File: config.mk
export PLATFORM = sky130hd
export DESIGN_NAME = mcu_busy_scoreboard
export DESIGN_NICKNAME = d
export VERILOG_FILES = /design/src/rtl/mcsb_pkg.sv /design/src/rtl/mcsb_ctrl.sv /design/src/rtl/mcsb_flags.sv /design/src/rtl/mcu_busy_scoreboard.sv
export SDC_FILE = /design/constraint.sdc
export NUM_CORES = 1
export LEC_CHECK = 0
export BUFFER_PORTS_ARGS = -buffer_cell sky130_fd_sc_hd__buf_2
export CAP_MARGIN = 40
export CELL_PAD_IN_SITES_DETAIL_PLACEMENT = 1
export CELL_PAD_IN_SITES_GLOBAL_PLACEMENT = 2
export CORE_ASPECT_RATIO = 1.2
export CORE_MARGIN = 3
export CORE_UTILIZATION = 30
export CTS_BUF_LIST = sky130_fd_sc_hd__clkbuf_8
export DETAILED_ROUTE_END_ITERATION = 16
export PLACE_DENSITY_LB_ADDON = 0.1
export SLEW_MARGIN = 25
export SYNTH_ARGS = -nofsm -noshare
export SYNTH_HDL_FRONTEND = slang
export SYNTH_SLANG_ARGS = --single-unit
File: constraint.sdc
create_clock -name clk -period 2.2 [get_ports clk]
set_input_delay 0.33 -clock clk [delete_from_list [all_inputs] [get_ports clk]]
set_output_delay 0.33 -clock clk [all_outputs]
set_load 0.005 [all_outputs]
File: src/rtl/mcsb_pkg.sv
package mcsb_pkg;
  // Strobes from the hazard control to the flag datapath
  typedef struct packed {
    logic fire;       // request leaves decode this cycle
    logic claimUnit;  // mark the selected unit busy
    logic claimReg;   // mark the destination register busy
  } issueStrobe_t;
endpackage

File: src/rtl/mcsb_ctrl.sv
module mcsb_ctrl
  import mcsb_pkg::*;
#(
  parameter int NUM_UNITS = 4,
  parameter int NUM_REGS  = 32,
  parameter logic [NUM_UNITS-1:0] PIPE_MASK = 4'b0001,
  localparam int UNIT_W = $clog2(NUM_UNITS),
  localparam int REG_W  = $clog2(NUM_REGS)
) (
  input  logic                 issueValid,
  input  logic [UNIT_W-1:0]    issueUnit,
  input  logic [REG_W-1:0]     srcA,
  input  logic                 srcAUse,
  input  logic [REG_W-1:0]     srcB,
  input  logic                 srcBUse,
  input  logic [REG_W-1:0]     dst,
  input  logic [NUM_UNITS-1:0] unitBusy,
  input  logic [NUM_REGS-1:0]  regBusy,
  output logic                 stall,
  output issueStrobe_t         strobe
);
  logic unitHaz, rawHaz, wawHaz, anyHaz;

  always_comb begin
    unitHaz = unitBusy[issueUnit];
    rawHaz  = (srcAUse && regBusy[srcA]) || (srcBUse && regBusy[srcB]);
    wawHaz  = regBusy[dst];
    anyHaz  = unitHaz || rawHaz || wawHaz;
    stall   = issueValid && anyHaz;
    strobe.fire      = issueValid && !anyHaz;
    strobe.claimUnit = strobe.fire && !PIPE_MASK[issueUnit];
    strobe.claimReg  = strobe.fire;
  end
endmodule

File: src/rtl/mcsb_flags.sv
module mcsb_flags
  import mcsb_pkg::*;
#(
  parameter int NUM_UNITS = 4,
  parameter int NUM_REGS  = 32,
  parameter logic [NUM_UNITS-1:0] PIPE_MASK = 4'b0001,
  localparam int UNIT_W = $clog2(NUM_UNITS),
  localparam int REG_W  = $clog2(NUM_REGS)
) (
  input  logic                       clk,
  input  logic                       rstN,
  input  issueStrobe_t               strobe,
  input  logic [UNIT_W-1:0]          issueUnit,
  input  logic [REG_W-1:0]           dst,
  input  logic [NUM_UNITS-1:0]       doneValid,
  input  logic [NUM_UNITS*REG_W-1:0] doneRegs,
  output logic [NUM_UNITS-1:0]       unitBusy,
  output logic [NUM_REGS-1:0]        regBusy
);
  logic [NUM_REGS-1:0] regClr, regSet, regBusyQ;

  // Unit flags: a pipelined unit takes one request per cycle and never holds
  for (genvar u = 0; u < NUM_UNITS; u++) begin : gUnit
    if (PIPE_MASK[u]) begin : gPipe
      assign unitBusy[u] = 1'b0;
    end else begin : gHold
      logic busyQ;
      always_ff @(posedge clk) begin
        if (!rstN) begin
          busyQ <= 1'b0;
        end else if (strobe.claimUnit && issueUnit == UNIT_W'(u)) begin
          busyQ <= 1'b1;
        end else if (doneValid[u]) begin
          busyQ <= 1'b0;
        end
      end
      assign unitBusy[u] = busyQ;
    end
  end

  // Register flags: every completing unit clears its own destination
  always_comb begin
    regClr = '0;
    for (int u = 0; u < NUM_UNITS; u++) begin
      if (doneValid[u]) regClr[doneRegs[u*REG_W +: REG_W]] = 1'b1;
    end
    regSet = '0;
    if (strobe.claimReg) regSet[dst] = 1'b1;
  end

  always_ff @(posedge clk) begin
    if (!rstN) regBusyQ <= '0;
    else       regBusyQ <= (regBusyQ & ~regClr) | regSet;
  end

  assign regBusy = regBusyQ;
endmodule

File: src/rtl/mcu_busy_scoreboard.sv
module mcu_busy_scoreboard
  import mcsb_pkg::*;
#(
  parameter int NUM_UNITS = 4,
  parameter int NUM_REGS  = 32,
  parameter logic [NUM_UNITS-1:0] PIPE_MASK = 4'b0001,
  localparam int UNIT_W = $clog2(NUM_UNITS),
  localparam int REG_W  = $clog2(NUM_REGS)
) (
  input  logic                       clk,
  input  logic                       rstN,
  input  logic                       issueValid,
  input  logic [UNIT_W-1:0]          issueUnit,
  input  logic [REG_W-1:0]           srcA,
  input  logic                       srcAUse,
  input  logic [REG_W-1:0]           srcB,
  input  logic                       srcBUse,
  input  logic [REG_W-1:0]           dst,
  input  logic [NUM_UNITS-1:0]       doneValid,
  input  logic [NUM_UNITS*REG_W-1:0] doneRegs,
  output logic                       stall,
  output logic [NUM_UNITS-1:0]       unitBusy,
  output logic [NUM_REGS-1:0]        regBusy
);
  issueStrobe_t strobe;

  mcsb_ctrl #(.NUM_UNITS(NUM_UNITS), .NUM_REGS(NUM_REGS), .PIPE_MASK(PIPE_MASK)) u_ctrl (
    .issueValid(issueValid), .issueUnit(issueUnit),
    .srcA(srcA), .srcAUse(srcAUse), .srcB(srcB), .srcBUse(srcBUse), .dst(dst),
    .unitBusy(unitBusy), .regBusy(regBusy),
    .stall(stall), .strobe(strobe)
  );

  mcsb_flags #(.NUM_UNITS(NUM_UNITS), .NUM_REGS(NUM_REGS), .PIPE_MASK(PIPE_MASK)) u_flags (
    .clk(clk), .rstN(rstN), .strobe(strobe), .issueUnit(issueUnit), .dst(dst),
    .doneValid(doneValid), .doneRegs(doneRegs),
    .unitBusy(unitBusy), .regBusy(regBusy)
  );
endmodule

==> metrics, run 1 <==
status=complete, but fails checks; violated checks=negative setup slack; pin count of the biggest net entering global routing=43; CTS Buf Count=5; synthesized instance count=370; arrival time at the worst endpoint=2.59 ns; leakage power=slightly below 0.002 µW; Die Y=123 µm; CP Capture Type=register; Syn-to-layout area delta=34.7%; CP Cell Sequence=buf_6 -> mux4_2 -> mux2i_1 -> o221ai_1 -> a211oi_2 -> buf_4 -> nand3_4 -> buf_12 -> o41ai_4; Avg Inst Size Synth=9.30 µm²; H-tree Lvls=2; crit start category=register; setup TNS=-4.18 ns; fmax=0.420 GHz; min Tclk post-route=2.38 ns; final hold viol count=0; cell row count=42; share of layout cells above drive strength 1=0.453; Tcrit/Tclk final=1.08; post-synthesis net count=416; grt total ovfl=0; io pins=83; most common cell after layout, fill and taps aside=buf_2; hold path depth=3; initial antenna violation count=0; Worst Reg2Reg Path Length in Cells=9; min setup slack post-route=-0.182 ns; crit-path leading delay family=compound AO/OA/AOI/OAI gates; DRT antenna net count=0; ys async rst share=0; Max Cap Viol=0; Clock Latency Late Sink=0.31 ns; clock root buffer=clkbuf_8; worst r2r src=u_flags.regBusy[22]$_SDFF_PN0_; Reg clk slew, reported paths=roughly 0.09 ns; post-synthesis cell type count=43; synthesized flop and latch total=35; most frequent cells in the layout=buf_2, buf_4, dfxtp_1; final setup vio count=36; Slew HR=0.447; clock net sink count=35; Via density=5.82; number of hold buffers added after cts=0; Post-synth EDFFs=0; hold_sp=issueUnit[0]; # diodes=0; die width=104 µm; DR vias=3,748; Crit path largest cell delay=0.44 ns; DP HPWL=11.6 mm; clk_skew=about 0.016 ns; die area=approximately 13,000 µm²; Clock Tree Buf Depth=2; max-slew violations=0; YS warnings=0; Crit-path slowest cell=mux4_2; Crit Reg-Reg Endpoint=u_flags.regBusy[29]$_SDFF_PN0_; CTS tree=yes; first-pass GRT wire length=23.0 mm; Post-Syn Area=3440 µm²; vias in the first global route=3,913; final wirelength=roughly 14 mm; Critical Path RT=2.41 ns; Fillers=1,353; Worst-Margin Slew=0.829 ns; RD Place Congestion=0.845; Post-route DRC=0; register area share after synthesis=0.204; Max VDD drop=269 µV; WHS Endpoint=u_flags.gUnit[3].gHold.busyQ$_SDFFE_PN0P_; worst-path maximum fanout=17; WHS=between 0.3 and 0.4 ns; Hold Crit Class=input pin to register; Reg2Reg Setup Slack=-0.18 ns; RSZ-0062 raised after global routing=yes; drt initial violations=162; Buffers on Ports=81; initial core utilization=0.309; CP Buf/Inv Count=3; Core Area=between 10,000 and 15,000 µm²; most used flip-flop cell after synthesis=dfxtp_1; dpl ws=-0.312 ns; WS Path Type=register to register; pwr dens=401 nW/µm²; GRT Total Usage=0.227; Wirelength per Cell=22.5 µm; DR pass1 iterations=4; Post-layout nets=535
## state kept, by name (all words and copies together) (netlist names)
register	cells
u_flags.regBusy	32
u_flags.gUnit.gHold.busyQ	3
## worst max-delay path by stage
| stage | startpoint | cells after the start | endpoint | slack (ns) |
|---|---|---|---|---|
| floorplan | srcB[0] | 8 | u_flags.regBusy[0]$_SDFF_PN0_ | 0.0001 |
| global placement | srcB[0] | 8 | u_flags.regBusy[22]$_SDFF_PN0_ | -0.27 |
| detailed placement | srcB[0] | 8 | u_flags.regBusy[22]$_SDFF_PN0_ | -0.31 |
| CTS | u_flags.regBusy[22]$_SDFF_PN0_ | 7 | stall | -0.13 |
| global route | u_flags.regBusy[22]$_SDFF_PN0_ | 9 | u_flags.regBusy[29]$_SDFF_PN0_ | -0.30 |
| finish | u_flags.regBusy[22]$_SDFF_PN0_ | 9 | u_flags.regBusy[29]$_SDFF_PN0_ | -0.18 |
## logic make-up (layout without fill, tap and decap cells)
group | after synthesis | after routing | synth area share
and+or+nand+nor | 124 | 124 | 0.204
other | 1 | 1 | 0.00109
muxes | 34 | 34 | 0.173
buffers and inverters | 37 | 157 | 0.0589
AOI/OAI and AO/OA | 139 | 139 | 0.360
DFF | 35 | 35 | 0.204
## stage by stage
stage	power, µW	area (µm²)	std cells	utilization
2_1_floorplan	919	3450	370	-
3_3_place_gp	1110	4340	633	0.390
3_5_place_dp	1120	4340	633	0.390
4_1_cts	1860	4600	644	0.413
5_1_grt	1940	4640	644	0.416
6_report	1860	4640	644	0.416
## cell usage after synthesis (3+ instances only)
library cell,n,area share
dfxtp_1,35,0.20
nand2_1,30,0.033
o2111ai_1,30,0.076
a21oi_1,29,0.042
o41ai_2,27,0.13
nor2_1,22,0.024
mux4_2,20,0.13
nand3b_1,19,0.041
clkbuf_1,18,0.020
nand3_1,15,0.022
o21ai_0,15,0.022
mux2i_1,10,0.029
o22ai_1,10,0.018
o2bb2ai_1,9,0.023
and3b_1,6,0.015
buf_4,6,0.013
nor3b_1,6,0.013
or3b_2,6,0.015
a221oi_1,5,0.013
buf_6,5,0.016
nor2b_1,5,0.0091
o41ai_1,5,0.013
and3_1,4,0.0073
inv_1,4,0.0044
mux2_2,4,0.013
buf_2,3,0.0044
## report_power, final
part | leakage [µW] | switching, µW | internal, µW | total [µW]
sequential | 0.000283 | 9.59 | 641 | 651
clock | 0.0000644 | 269 | 452 | 722
combinational | 0.00158 | 295 | 193 | 489
total | 0.00193 | 574 | 1290 | 1860
## metal layers
layer	vias to the layer above	wire, µm	global-route usage
met4	0	199	0.0549
met1	1875	6350	0.288
met3	11	502	0.0230
li1	1770	-	-
met5	-	0	0
met2	92	7420	0.419
## cell type report
class / instances / area, µm² / share of cell area
multi-input cells: 298 / 2640 / 0.570
repair buffers: 144 / 943 / 0.204
flip-flops and latches: 35 / 702 / 0.151
well taps: 154 / 193 / 0.0416
clock buffers: 5 / 68.8 / 0.0148
clock inverters: 3 / 67.6 / 0.0146
inverters: 5 / 18.8 / 0.00405
## timing repair
action,4_1_cts,5_1_grt
pin swaps,7,1
gates cloned,1,0
endpoints found under the setup margin,36,36
buffers inserted,2,0
gates resized for setup,17,3
## tightest hold or removal path, stage by stage
cell and delay [ns]:
buf_2 0.13, nand3_1 0.07, o21ai_1 0.05
Power figures use the tool's default switching activity.
==> run 2: changes to the inputs <==
- CELL_PAD_IN_SITES_GLOBAL_PLACEMENT: 2 -> 1
- CORE_UTILIZATION: 30 -> 38
==> metrics, run 2 (synthesized netlist as in run 1, its figures left out) <==
status=complete, but fails checks (unchanged); violated checks=negative setup slack (unchanged); DR pass1 iterations=5 (was 4); # diodes=0 (unchanged); dpl ws=-0.399 ns (was -0.312 ns); WS Path Type=register to primary output (was register to register); min setup slack post-route=-0.154 ns (was -0.182 ns); leakage power=0.00188 µW (was 0.00193 µW); post-placement cell count=587 (was 633); Post-route DRC=0 (unchanged); CTS Buf Count=5 (unchanged); DRT antenna net count=0 (unchanged); drt initial violations=305 (was 162); Gate power share=0.297 (was 0.263); final design utilization=0.515 (was 0.416); Clock Tree Buf Depth=2 (unchanged); Post-layout nets=526 (was 535); clock root buffer=clkbuf_8 (unchanged); CP Capture Type=primary output (was register); final setup vio count=33 (was 36); CTS tree=yes (unchanged); H-tree Lvls=2 (unchanged); pwr dens=354 nW/µm² (was 401 nW/µm²); WHS=0.329 ns (was 0.313 ns); Via density=6.32 (was 5.82); Hold Crit Class=input pin to register (unchanged); Non-Filler Instances=598 (was 644); crit start category=register (unchanged); worst-path maximum fanout=3 (was 17); io pins=83 (unchanged); max reg flops=32 (unchanged); die width=92.9 µm (was 104 µm); initial core utilization=0.395 (was 0.309); Syn-to-layout area delta=30.2% (was 34.7%); Die Y=110 µm (was 123 µm); Slew HR=0.633 (was 0.447); Max Cap Viol=0 (unchanged); fmax=0.425 GHz (was 0.420 GHz); final wirelength=13.9 mm (was 14.5 mm); die area=10,200 µm² (was 12,800 µm²); P_int=1030 µW (was 1290 µW); cell row count=37 (was 42); most frequent cells in the layout=buf_2, buf_4, dfxtp_1 (unchanged); vias in the first global route=3,953 (was 3,913); DR vias=3,782 (was 3,748); first-pass GRT wire length=22.2 mm (was 23.0 mm); initial antenna violation count=0 (unchanged); pin count of the biggest net entering global routing=43 (unchanged); Buffers on Ports=81 (unchanged); RSZ-0062 raised after global routing=yes (unchanged); Reg clk slew, reported paths=0.08 ns (was 0.09 ns); sequential power share=0.411 (was 0.350); RD Place Congestion=0.872 (was 0.845); GRT Total Usage=0.277 (was 0.227); share of layout cells above drive strength 1=0.457 (was 0.453); most common cell after layout, fill and taps aside=buf_2 (unchanged); grt total ovfl=0 (unchanged); Worst-Margin Slew=0.550 ns (was 0.829 ns); Clock Latency Late Sink=0.30 ns (was 0.31 ns); arrival time at the worst endpoint=2.02 ns (was 2.59 ns); Wirelength per Cell=23.2 µm (was 22.5 µm); Critical Path RT=1.87 ns (was 2.41 ns); switch share=0.348 (was 0.308); Core Area=8700 µm² (was 11,100 µm²); min Tclk post-route=2.35 ns (was 2.38 ns); clock net sink count=35 (unchanged); final hold viol count=0 (unchanged); Switch Pwr=552 µW (was 574 µW); Max VDD drop=175 µV (was 269 µV); Tcrit/Tclk final=1.07 (was 1.08); clk_skew=0.0110 ns (was 0.0161 ns); max-slew violations=0 (unchanged); Clock Power Share=0.292 (was 0.388); DP HPWL=11.0 mm (was 11.6 mm)
[run 2: cell count changes in the layout (fill, tap and decap cells not counted), sizes merged]
cell      previous run  this run
buf                144       135
bufinv               2         0
clkinv               1         4
clkinvlp             1         0
[run 2: power groups by stage]
| stage | logic (µW) | clock network, µW | registers (µW) |
|---|---|---|---|
| global placement | 430 | 0 | 665 |
| finish | 472 | 464 | 651 |
| global route | 509 | 493 | 652 |
| detailed placement | 439 | 0 | 666 |
| CTS | 453 | 464 | 651 |
| floorplan | 257 | 0 | 663 |
[run 2: repair_timing]
action / in CTS / in global routing
endpoints found under the setup margin: 29 / 35
gates resized for setup: 15 / 11
setup buffers: 2 / 0
pin swaps: 6 / 3
hold buffers: 0 / 0
[run 2: worst max-delay path: stages, from the launching register on]
cell	delay, ns
dfxtp_1	0.35
buf_4	0.15
mux4_2	0.47
mux2i_2	0.23
nor2_1	0.08
a211oi_2	0.20
a21boi_1	0.11
buf_2	0.14
[run 2: metal layers]
metal / vias to the layer above / global-route usage / wire length (µm)
met4: 0 / 0.0775 / 238
met1: 1874 / 0.353 / 5940
met2: 138 / 0.498 / 7110
li1: 1754 / - / -
met3: 16 / 0.0265 / 583
met5: - / 0 / 0
[run 2: final cells by class]
class                      instances  area, µm²
clock inverter                     3       15.0
sequential                        35        706
multi-input combinational        298       2690
timing repair buffer             135        843
inverter                           5       18.8
fill                            1056       4220
clock buffer                       5       68.8
tap                              117        146
[run 2: path summary, 6_finish.rpt]
check	from	end	slack (ns)	depth (start not counted)
worst min register to register	u_flags.gUnit[3].gHold.busyQ$_SDFFE_PN0P_	u_flags.gUnit[3].gHold.busyQ$_SDFFE_PN0P_	0.51	2
worst max-delay path	u_flags.regBusy[30]$_SDFF_PN0_	stall	-0.15	7
worst min-delay path	issueUnit[0]	u_flags.gUnit[3].gHold.busyQ$_SDFFE_PN0P_	0.33	3
worst max register to register	u_flags.regBusy[30]$_SDFF_PN0_	u_flags.regBusy[10]$_SDFF_PN0_	-0.14	9
[run 2: per-stage QoR]
stage	instance area [µm²]	setup TNS, ns	total power (µW)
floorplan	3450	0	919
global placement	4220	-6.92	1090
detailed placement	4220	-10.50	1100
CTS	4390	-0.531	1570
global route	4480	-5.73	1650
finish	4480	-2.99	1590
